--- config.mk ---
export PLATFORM = sky130hd
export DESIGN_NAME = nor_wrbuf_seq
export DESIGN_NICKNAME = d
export VERILOG_FILES = /design/src/rtl/nor_wrbuf_pkg.sv /design/src/rtl/nor_wrbuf_rangechk.sv /design/src/rtl/nor_wrbuf_timer.sv /design/src/rtl/nor_wrbuf_seq.sv
export SDC_FILE = /design/constraint.sdc
export NUM_CORES = 1
export LEC_CHECK = 0
export BUFFER_PORTS_ARGS = -buffer_cell sky130_fd_sc_hd__buf_4
export CAP_MARGIN = 20
export CELL_PAD_IN_SITES_DETAIL_PLACEMENT = 0
export CELL_PAD_IN_SITES_GLOBAL_PLACEMENT = 1
export CORE_ASPECT_RATIO = 1.2
export CORE_MARGIN = 2
export CORE_UTILIZATION = 37
export CTS_CLUSTER_DIAMETER = 60
export DETAILED_ROUTE_END_ITERATION = 8
export PLACE_DENSITY_LB_ADDON = 0.1
export SLEW_MARGIN = 10
export SYNTH_ARGS = -nofsm -noshare
export SYNTH_HDL_FRONTEND = slang
export SYNTH_SLANG_ARGS = --single-unit
--- constraint.sdc ---
create_clock -name clk -period 3.3 [get_ports clk]
set_input_delay 0.165 -clock clk [delete_from_list [all_inputs] [get_ports clk]]
set_output_delay 0.165 -clock clk [all_outputs]
set_load 0.02 [all_outputs]
--- src/rtl/nor_wrbuf_pkg.sv ---
package nor_wrbuf_pkg;

    typedef enum logic [3:0] {
        S_IDLE,
        S_UNLK1,
        S_UNLK2,
        S_LOAD,
        S_COUNT,
        S_DWAIT,
        S_DATA,
        S_CONF,
        S_FIN,
        S_REJ
    } seq_state_e;

    localparam logic [11:0] UNLK1_ADDR = 12'h555;
    localparam logic [11:0] UNLK2_ADDR = 12'h2AA;
    localparam logic [7:0]  UNLK1_CODE = 8'hAA;
    localparam logic [7:0]  UNLK2_CODE = 8'h55;
    localparam logic [7:0]  LOAD_CODE  = 8'h25;
    localparam logic [7:0]  CONF_CODE  = 8'h29;

endpackage

--- src/rtl/nor_wrbuf_rangechk.sv ---
module nor_wrbuf_rangechk #(
    parameter int MAX_WORDS = 32,
    parameter int CNT_W     = $clog2(MAX_WORDS + 1),
    parameter int OFF_W     = $clog2(MAX_WORDS)
) (
    input  logic [OFF_W-1:0] win_offset,
    input  logic [CNT_W-1:0] word_count,
    output logic             req_ok
);
    localparam int SUM_W = CNT_W + 1;

    logic [SUM_W-1:0] span;

    always_comb begin
        span   = SUM_W'(win_offset) + SUM_W'(word_count);
        req_ok = (word_count != '0)
              && (SUM_W'(word_count) <= SUM_W'(MAX_WORDS))
              && (span <= SUM_W'(MAX_WORDS));
    end
endmodule

--- src/rtl/nor_wrbuf_timer.sv ---
module nor_wrbuf_timer #(
    parameter int WR_CYC = 2
) (
    input  logic clk,
    input  logic rst_n,
    input  logic we,
    output logic last
);
    generate
        if (WR_CYC == 1) begin : g_single
            assign last = we;
        end else begin : g_count
            localparam int TW = $clog2(WR_CYC + 1);
            logic [TW-1:0] cyc_q;

            assign last = we && (cyc_q == TW'(WR_CYC - 1));

            always_ff @(posedge clk or negedge rst_n) begin
                if (!rst_n)
                    cyc_q <= '0;
                else if (!we || last)
                    cyc_q <= '0;
                else
                    cyc_q <= cyc_q + 1'b1;
            end
        end
    endgenerate
endmodule

--- src/rtl/nor_wrbuf_seq.sv ---
module nor_wrbuf_seq
    import nor_wrbuf_pkg::*;
#(
    parameter int ADDR_W    = 24,
    parameter int DATA_W    = 16,
    parameter int MAX_WORDS = 32,
    parameter int WR_CYC    = 2,
    localparam int CNT_W    = $clog2(MAX_WORDS + 1)
) (
    input  logic              clk,
    input  logic              rst_n,
    input  logic              start,
    input  logic [ADDR_W-1:0] start_addr,
    input  logic [CNT_W-1:0]  word_count,
    input  logic              data_valid,
    input  logic [DATA_W-1:0] data_word,
    output logic              data_ready,
    output logic              bus_we,
    output logic [ADDR_W-1:0] bus_addr,
    output logic [DATA_W-1:0] bus_data,
    output logic              busy,
    output logic              done,
    output logic              err
);
    localparam int OFF_W = $clog2(MAX_WORDS);

    seq_state_e        state, nxt;
    logic [ADDR_W-1:0] base_q;
    logic [CNT_W-1:0]  cnt_q;
    logic [CNT_W-1:0]  idx_q;
    logic [DATA_W-1:0] word_q;
    logic [CNT_W-1:0]  cnt_m1;
    logic              req_ok;
    logic              wr_last;
    logic              last_word;
    logic              take;

    nor_wrbuf_rangechk #(
        .MAX_WORDS (MAX_WORDS),
        .CNT_W     (CNT_W),
        .OFF_W     (OFF_W)
    ) u_range (
        .win_offset (start_addr[OFF_W-1:0]),
        .word_count (word_count),
        .req_ok     (req_ok)
    );

    nor_wrbuf_timer #(
        .WR_CYC (WR_CYC)
    ) u_timer (
        .clk   (clk),
        .rst_n (rst_n),
        .we    (bus_we),
        .last  (wr_last)
    );

    assign cnt_m1    = cnt_q - 1'b1;
    assign last_word = (idx_q == cnt_m1);
    assign take      = data_ready && data_valid;

    // State register
    always_ff @(posedge clk or negedge rst_n) begin
        if (!rst_n)
            state <= S_IDLE;
        else
            state <= nxt;
    end

    // Latched request, word index and held data word
    always_ff @(posedge clk or negedge rst_n) begin
        if (!rst_n) begin
            base_q <= '0;
            cnt_q  <= '0;
            idx_q  <= '0;
            word_q <= '0;
        end else begin
            if (state == S_IDLE && start) begin
                base_q <= start_addr;
                cnt_q  <= word_count;
            end
            if (state == S_LOAD)
                idx_q <= '0;
            else if (state == S_DATA && wr_last)
                idx_q <= idx_q + 1'b1;
            if (take)
                word_q <= data_word;
        end
    end

    // Next-state logic
    always_comb begin
        nxt = state;
        unique case (state)
            S_IDLE:  if (start) nxt = req_ok ? S_UNLK1 : S_REJ;
            S_UNLK1: if (wr_last) nxt = S_UNLK2;
            S_UNLK2: if (wr_last) nxt = S_LOAD;
            S_LOAD:  if (wr_last) nxt = S_COUNT;
            S_COUNT: if (wr_last) nxt = take ? S_DATA : S_DWAIT;
            S_DWAIT: if (take) nxt = S_DATA;
            S_DATA:  if (wr_last) nxt = last_word ? S_CONF : (take ? S_DATA : S_DWAIT);
            S_CONF:  if (wr_last) nxt = S_FIN;
            S_FIN:   nxt = S_IDLE;
            S_REJ:   nxt = S_IDLE;
            default: nxt = S_IDLE;
        endcase
    end

    // Output decode
    always_comb begin
        bus_we     = 1'b0;
        bus_addr   = '0;
        bus_data   = '0;
        data_ready = 1'b0;
        busy       = (state != S_IDLE);
        done       = (state == S_FIN);
        err        = (state == S_REJ);
        unique case (state)
            S_UNLK1: begin
                bus_we   = 1'b1;
                bus_addr = ADDR_W'(UNLK1_ADDR);
                bus_data = DATA_W'(UNLK1_CODE);
            end
            S_UNLK2: begin
                bus_we   = 1'b1;
                bus_addr = ADDR_W'(UNLK2_ADDR);
                bus_data = DATA_W'(UNLK2_CODE);
            end
            S_LOAD: begin
                bus_we   = 1'b1;
                bus_addr = base_q;
                bus_data = DATA_W'(LOAD_CODE);
            end
            S_COUNT: begin
                bus_we     = 1'b1;
                bus_addr   = base_q;
                bus_data   = DATA_W'(cnt_m1);
                data_ready = wr_last;
            end
            S_DWAIT: data_ready = 1'b1;
            S_DATA: begin
                bus_we     = 1'b1;
                bus_addr   = base_q + ADDR_W'(idx_q);
                bus_data   = word_q;
                data_ready = wr_last && !last_word;
            end
            S_CONF: begin
                bus_we   = 1'b1;
                bus_addr = base_q + ADDR_W'(cnt_m1);
                bus_data = DATA_W'(CONF_CODE);
            end
            S_IDLE, S_FIN, S_REJ: ;
            default: ;
        endcase
    end
endmodule

# After elaboration in Yosys (flattened, before gate mapping)
# Index checks and enable logic that the tools add are counted.
dict set report op_classes {
  add_sub_neg 6
  mul 0
  n_div 0
  n_lt_le_gt_ge 2
  eq_ne 19
  shifts 0
  muxes 19
  bitwise 0
  reduce_logical 17
}
# operator n
set op_table {}
lappend op_table {{$pmux W24 S5} 1}
lappend op_table {{$pmux W16 S6} 1}
lappend op_table {{$add A24 B6 Y24} 2}
lappend op_table {{$mux W4} 9}
lappend op_table {{$pmux W4 S8} 1}
lappend op_table {{$eq A4 B3 Y1 const B} 4}
lappend op_table {{$mux W6} 2}
lappend op_table {{$ne A2 B1 Y1 const B} 6}
lappend op_table {{$eq A4 B2 Y1 const B} 2}
lappend op_table {{$eq A4 B4 Y1 const B} 2}
lappend op_table {{$reduce_and A8 Y1} 1}
lappend op_table {{$add A5 B6 Y7} 1}
lappend op_table {{$le A7 B6 Y1 const B} 1}
lappend op_table {{$logic_and A1 B1 Y1} 7}
lappend op_table {{$add A6 B1 Y6 const B} 1}
lappend op_table {{$eq A6 B6 Y1} 1}
lappend op_table {{$le A6 B6 Y1 const B} 1}
lappend op_table {{$mux W2} 3}
lappend op_table {{$reduce_bool A6 Y1} 1}
lappend op_table {{$reduce_or A6 Y1} 1}
lappend op_table {{$sub A6 B1 Y6 const B} 1}
lappend op_table {{$eq A4 B1 Y1 const B} 1}
lappend op_table {{$logic_not A4 Y1} 1}
lappend op_table {{$ne A2 B2 Y1 const B} 2}
lappend op_table {{other kinds (9)} 10}
dict set report totals {
  register_bits 58
  latch_bits 0
  ramBits 0
  rom_bits 0
  in_bits 50
  out_inout_bits 45
  elab_cells 69
  memories 0
}

# Logic depth before layout (Yosys ltp)
# Gate-level depths: netlist (run 1).
dict set report logic_depth {
  ltp_word 11
  depth_mapped 15
  ltp_nobuf 12
}

# Hierarchy
# A second synthesis (run 1) with hierarchy kept.
dict set report hier_totals {
  cells_unflattened 430
  hier_area_um2 4126.5
}
# mod n_inst cells_each area_per_inst_um2 seq_area_each_um2
set by_module_without_submodules {}
lappend by_module_without_submodules {nor_wrbuf_seq 1 393 3772.4 1401.3}
lappend by_module_without_submodules {nor_wrbuf_rangechk 1 30 256.5 0.0}
lappend by_module_without_submodules {nor_wrbuf_timer 1 7 97.6 50.0}

# Worst setup path before layout (run 1)
# No wires, ideal clock.
dict set report synth_timing {
  kind {register -> output}
  from {register state[3]}
  to {output bus_addr[6]}
  arrival_ns 3.336
  required_time_ns 3.135
  path_slack_ns -0.201
  path_stages_with_launch 16
  path_cell_list {dfrtp_1 bufbuf_16 nand2b_1 or2_2 clkbuf_1 nand2_1 o21ai_0 ha_1 fa_1 a21o_1 o2111ai_1 nand3_1 clkbuf_1 a21oi_1 a21oi_1 o22ai_1}
}
dict set report synth_between {
  elab_chain_cells 3
  word_cells_on_any_way 8
  cone_classes {6 x eq/ne; 1 x mux; 1 x reduce/logical}
}
# element line
set synth_rtl {}
lappend synth_rtl {{start: declaration} nor_wrbuf_seq.sv:27} ;# seq_state_e state, nxt;
lappend synth_rtl {{start signal: assignment} nor_wrbuf_seq.sv:66} ;# state <= nxt;
lappend synth_rtl {{$eq A4 B2 Y1 or $eq A4 B3 Y1 (tied branches)} nor_wrbuf_seq.sv:117} ;# unique case (state)
lappend synth_rtl {{$reduce_or A2 Y1 (no source line)} n/a}
lappend synth_rtl {{$pmux W24 S5 *} nor_wrbuf_seq.sv:117}
lappend synth_rtl {{end: declaration} nor_wrbuf_seq.sv:19} ;# output logic [ADDR_W-1:0] bus_addr,
# Mark *: on every way between the ends. The rest lies on a longest branch, timed or not.

# Worst setup path after layout (run 1)
dict set report layout_timing {
  from {register state[3]}
  to {output bus_addr[20]}
}
# Same word-level chain as after synthesis.

==> results of run 1 <==
registers in the layout, summed over array words and instances (netlist names):
register / count
u_timer.g_count.cyc_q: 2
idx_q: 6
base_q: 24
cnt_q: 6
word_q: 16
state: 4
critical path: cells and delay by family, from the launching register on:
kind                     cells  cell delay, ps
AO/OA/AOI/OAI                6             720
adder cells (fa/ha/maj)      2             580
buffers and inverters        3             410
flip-flops                   1             370
AND/OR/NAND/NOR              4             610
metal layers:
layer	wire (um)	up-vias	GRT usage (%)	part of all wire [%]
li1	-	1895	-	-
met2	6130	81	33.0	50
met3	520	13	4.21	4.3
met1	5320	1820	25.0	44
met4	185	0	6.67	1.5
met5	0	-	0	0
through the flow:
step                      TNS, ps  cells  hold slack (ps)  cell area (sq um)
after floorplan             -95.0    461             -131               4270
after detailed placement        0    700              290               5150
after CTS                       0    721             51.5               5540
final                           0    734             65.6               5740
after global routing         -161    734             53.4               5740
after global placement          0    700              283               5150
final cells by class:
class / count / area, sq um
Timing Repair Buffer: 127 / 975
Multi-Input combinational cell: 361 / 2720
Inverter: 18 / 67.6
Fill cell: 1067 / 5350
Sequential cell: 58 / 1450
Clock inverter: 4 / 73.8
Clock buffer: 12 / 256
Tap cell: 154 / 193
path summary, 6_finish.rpt:
| check | startpoint | to | slack, ps | cells after the start |
|---|---|---|---|---|
| setup / recovery | state[3] | bus_addr[20] | 90 | 15 |
| hold reg to reg | u_timer.g_count.cyc_q[0] | u_timer.g_count.cyc_q[0] | 440 | 1 |
| max in group asynchronous | rst_n | cnt_q[2] | 2320 | 2 |
| min in group asynchronous | rst_n | state[2] | 450 | 2 |
| hold / removal | data_word[12] | word_q[12] | 70 | 2 |
| setup reg to reg | cnt_q[1] | word_q[6] | 470 | 10 |
logic make-up after synthesis:
group                    after synthesis  synth area share, %
adder cells (fa/ha/maj)               16                 5.09
AO/OA/AOI/OAI                        111                 16.0
flip-flops                            58                 34.3
XOR/XNOR                              25                 6.21
multiplexers                          48                 13.5
AND/OR/NAND/NOR                      159                 19.9
buffers and inverters                 44                 5.09
power groups by stage:
stage	clock (mW)	combinational, mW	sequential, mW
2_1_floorplan	0	1.81	1.27
3_5_place_dp	0	2.61	1.38
5_1_grt	1.08	2.98	1.43
3_3_place_gp	0	2.59	1.36
6_report	1.02	2.76	1.38
4_1_cts	1.05	2.65	1.38
synthesized netlist by cell type (4+ instances only):
cell type,instances
dfrtp_1,58
nor2_1,38
nand2_1,37
o21ai_0,36
mux2_2,35
a21oi_1,29
clkbuf_1,19
inv_1,18
xnor2_1,15
ha_1,14
a31oi_1,12
nand4_1,11
and2_1,10
nand3_1,10
mux2_4,9
nand2b_1,9
xor2_1,7
and3_1,6
nor2b_1,6
nor3_1,6
o211ai_1,6
o31ai_1,6
or4_1,5
buf_1,4
mux2i_1,4
o22ai_1,4
repair_timing:
item,CTS,global route
buffers inserted,3,11
pin swaps,1,18
endpoints found under the hold margin,58,0
hold buffers,1,0
cloned,1,2
endpoints found under the setup margin,19,19
gates resized for setup,9,30
==> run summary, run 1 <==
Most frequent CP cell: buf_6
Synthesized area: 0.00423 sq mm
Post-synthesis sequential area ratio: 34.3%
Pre-CTS setup slack: 144 ps
Die height: 121 um
Post-synth top area share: 34.3%
MaxCap Viol Count: 0
Core area: 0.0111 sq mm
Row count: 42
PD cells: 900 mW/mm^2
Gate power share: 53.4%
Post-synth top area cell: dfrtp_1
Clock tree sinks: 58
Most frequent cells in the layout: buf_4 (121), dfrtp_1 (57), nor2_1 (38)
DR vias: 3809
Layout Nets: 641
Syn Nets: 527
Final GP Congestion: 0.898
Sw Ratio: 40.8%
Synth async-reset ratio: 100%
Wire per inst: 16.6 um
Peak supply drop: 440 uV
Top fanout value on the critical path: 6
First drt pass iteration count: 4
Area grow syn2layout: 35.5%
Antenna Nets Post-Route: 0
Drt drc: 0
Routed wire length: 12200 um
Worst Setup Start Kind: flip-flop
Hold Violations, Final: 0
Synth area leaders: dfrtp_1 (34%), mux2_2 (9.3%), o21ai_0 (4.3%), ha_1 (4.1%), a21oi_1 (3.4%)
Clock period minus worst slack: 3210 ps
Hold Path Class: in2reg
Pleak: 2.60 nW
Boundary Pins: 95
Ys Warns: 0
CP max stage cell: fa_2
Post-layout util: 51.7%
F_max: 0.312 GHz
Slew headroom: 38.7%
Most common flop cell mapped by yosys: dfrtp_1
CTS Buf Count: 9
Reg power frac: 26.8%
Initial Utilization: 38.2%
Power Total: 5.16 mW
Clock latency on the worst-skew pair: 330 ps
RSZ-0062 raised after global routing: true
Vias in the first global route: 3640
Ratio of cells with drive above 1 in the final layout: 38.3%
Slowest stage delay, CP: 390 ps
CTS tree: built
Vias per cell: 5.19
Largest net degree at the start of global routing: 59
Sw Pwr: 2.11 mW
GRT Total Usage: 19.7%
Synth unique cells: 61
Post-Syn Instances: 461
Root buf cell: clkbuf_16
Worst path arrival time: 3040 ps
Clk pin slew, worst setup/hold paths: 60 ps
Placed wire-length estimate: 8650 um
Total global routing overflow: 0
PnR worst setup slack: 94.2 ps
Worst EP required: 3130 ps
Initial antenna violation count: 0
Synthesis-stage register bit count: 58
Internal Pwr Total: 3.05 mW
Clock tree buffer depth: 2
Most common cell after layout, fill and taps aside: buf_4
Avg Inst Size Synth: 9.18 sq um
Status: finished clean
Die Width: 102 um
Die Area: 0.0123 sq mm
H-Tree Depth: 3
Endpoints failing setup: 0
Cell Chain, Critical Path: nand2b_4 > or2_4 > nand2_1 > o21ai_1 > ha_2 > fa_2 > a21o_1 > o2111ai_2 > nand3_2 > buf_6 > buf_4 > a31oi_1 > o21ai_0 > o21ai_2 > buf_6
PortBufs: 94
Slew Viols, Final: 0
Initial drt markers: 126
Crit. End Element: primary output
# diodes: 0
Period utilisation layout: 97.1%
First-pass GRT wire length: 18600 um
Worst Tran Pin Value: 916 ps
Critical path class: reg2out
Setup Skew: 8.49 ps
Number of synthesized flops with an enable pin: 0
Clock power frac: 19.8%
Power figures use the tool's default switching activity.
==> inputs of run 2 (changes only) <==
Settings changed: CORE_UTILIZATION 37 to 38, SYNTH_HIERARCHICAL from default to 1.
==> run summary, run 2 <==
Status: finished clean
Die Area: 0.0117 sq mm
CP max stage cell: fa_2
Most common cell after layout, fill and taps aside: buf_4
Cell Chain, Critical Path: inv_2 > nor2_4 > nand3_4 > nand2_2 > o21ai_2 > ha_2 > fa_2 > a21oi_4 > o21bai_4 > a211o_1 > nand4_1 > buf_4 > o311ai_2 > o211ai_1 > buf_4
H-Tree Depth: 3
RSZ-0062 raised after global routing: true
Hold Violations, Final: 0
Vias in the first global route: 3745
Core area: 0.0106 sq mm
Most frequent cells in the layout: buf_4 (121), dfrtp_1 (57), nand2_1 (39)
Layout Nets: 615
Die height: 118 um
Top fanout value on the critical path: 7
Synth area leaders: dfrtp_1 (35%), mux2_2 (10%), ha_1 (4.2%), mux2_4 (3.6%), nand2_1 (3.6%)
GRT Total Usage: 20.8%
Hold Path Class: in2reg
Clock latency on the worst-skew pair: 330 ps
DR vias: 3823
Clock period minus worst slack: 3270 ps
Root buf cell: clkbuf_16
Endpoints failing setup: 0
Biggest register: base_q
# diodes: 0
Initial Utilization: 39.0%
Number of synthesized flops with an enable pin: 0
Die Width: 99.1 um
Most frequent cell after synthesis: dfrtp_1
Pleak: 2.66 nW
Ratio of cells with drive above 1 in the final layout: 42.8%
Setup Skew: 7.88 ps
PD cells: 952 mW/mm^2
CTS Buf Count: 9
Clock power frac: 17.1%
Initial drt markers: 158
Critical path class: reg2out
Final GP Congestion: 0.808
Placed wire-length estimate: 8580 um
Synth unique cells: 64
Period utilisation layout: 99.0%
Antenna Nets Post-Route: 0
Total global routing overflow: 0
Wire per inst: 17.9 um
Largest net degree at the start of global routing: 59
MaxCap Viol Count: 0
Crit. End Element: primary output
Worst Path Buf+Inv: 3
Most frequent CP cell: buf_4
Worst Setup Start Kind: flip-flop
Sw Pwr: 2.30 mW
Boundary Pins: 95
Post-route cell area: 0.00574 sq mm
Initial antenna violation count: 0
Post-synthesis sequential area ratio: 35.2%
Post-synth top area cell: dfrtp_1
Placed cell count: 653
Post-Place Cell Area: 0.00506 sq mm
Clk pin slew, worst setup/hold paths: 50 ps
Vias per cell: 5.61
Drt drc: 0
PnR worst setup slack: 31.6 ps
Synthesized area: 0.00413 sq mm
Internal Pwr Total: 3.17 mW
Most common flop cell mapped by yosys: dfrtp_1
Routed wire length: 12200 um
Peak supply drop: 566 uV
PortBufs: 94
Avg Inst Size Synth: 9.60 sq um
Slowest stage delay, CP: 400 ps
Worst hold slack: 66.2 ps
Synthesis-stage register bit count: 58
Gate power share: 57.4%
Sw Ratio: 42.0%
Post-synth top area share: 35.2%
CTS tree: built
Biggest registers after layout: base_q x24, word_q x16
F_max: 0.306 GHz
Reg power frac: 25.6%
Ys Warns: 6
Max reg flops: 24
Worst EP required: 3130 ps
CP top delay family: compound AO/OA/AOI/OAI gates
Clock tree buffer depth: 2
Area grow syn2layout: 39.1%
Post-synth top cells: dfrtp_1 (58), nand2_1 (40), mux2_2 (38), nor2_1 (26), o21ai_0 (24)
Slew Viols, Final: 0
Worst Tran Pin Value: 787 ps
First-pass GRT wire length: 19500 um
First drt pass iteration count: 4
Worst path arrival time: 3100 ps
Post-Syn Instances: 430
Slew headroom: 47.5%
Final std cells w/o fill: 681
Pre-CTS setup slack: 6.15 ps
Row count: 41
Synth async-reset ratio: 100%
Clock tree sinks: 58
Syn Nets: 496
Post-layout util: 54.3%
[run 2: cells by family after synthesis]
family	synth area share (%)
xor+xnor	5.03
flops	35.2
compound gates	17.0
fa+ha+maj	5.22
mux	14.3
simple gates	20.1
buf+inv	3.18
[run 2: through the flow]
stage,setup TNS (ps),power [mW]
after floorplan,0,3.14
after global placement,0,4.14
after detailed placement,0,4.18
after CTS,-42.1,5.23
after global routing,-183,5.83
final,0,5.46
[run 2: path summary, 6_finish.rpt]
path / from / endpoint / slack [ps] / depth (start not counted)
hold / removal: start_addr[19] / base_q[19] / 70 / 2
hold reg to reg: u_timer/g_count.cyc_q[0] / u_timer/g_count.cyc_q[0] / 450 / 1
setup / recovery: state[2] / bus_addr[18] / 30 / 15
setup reg to reg: state[0] / word_q[14] / 540 / 9
min in group asynchronous: rst_n / base_q[19] / 440 / 2
max in group asynchronous: rst_n / cnt_q[2] / 2260 / 2
[run 2: repair_timing]
action / CTS / global route
hold buffers: 1 / 0
pin swaps: 8 / 15
setup endpoints to repair: 16 / 19
cloned: 0 / 0
resized for setup: 21 / 46
setup buffers: 6 / 8
endpoints found under the hold margin: 58 / 0
[run 2: final cells by class]
cell class	instances	area (sq um)
flip-flops and latches	58	1450
clock buffers	11	253
repair buffers	128	986
well taps	129	161
inverters	13	48.8
clock inverters	3	40.0
multi-input cells	339	2800
fillers	965	4830
[run 2: worst register-to-register path, delay by kind of cell (launching register included)]
kind / cells / cell delay, ps
and+or+nand+nor: 4 / 920
muxes: 1 / 390
AOI/OAI and AO/OA: 2 / 570
buffers and inverters: 2 / 350
DFF: 1 / 420
[run 2: power groups by stage]
stage | sequential [mW] | combinational, mW | clock [mW]
2_1_floorplan | 1.26 | 1.88 | 0
3_3_place_gp | 1.35 | 2.80 | 0
3_5_place_dp | 1.35 | 2.82 | 0
4_1_cts | 1.37 | 2.91 | 0.954
5_1_grt | 1.45 | 3.39 | 0.989
6_report | 1.40 | 3.13 | 0.932
[run 2: layer usage]
metal | vias to the layer above | share of wire, % | global-route usage, %
met4 | 0 | 1.5 | 6.76
met1 | 1877 | 43 | 26.8
met3 | 19 | 5.2 | 4.91
met5 | - | 0 | 0
li1 | 1829 | - | -
met2 | 98 | 50 | 34.2
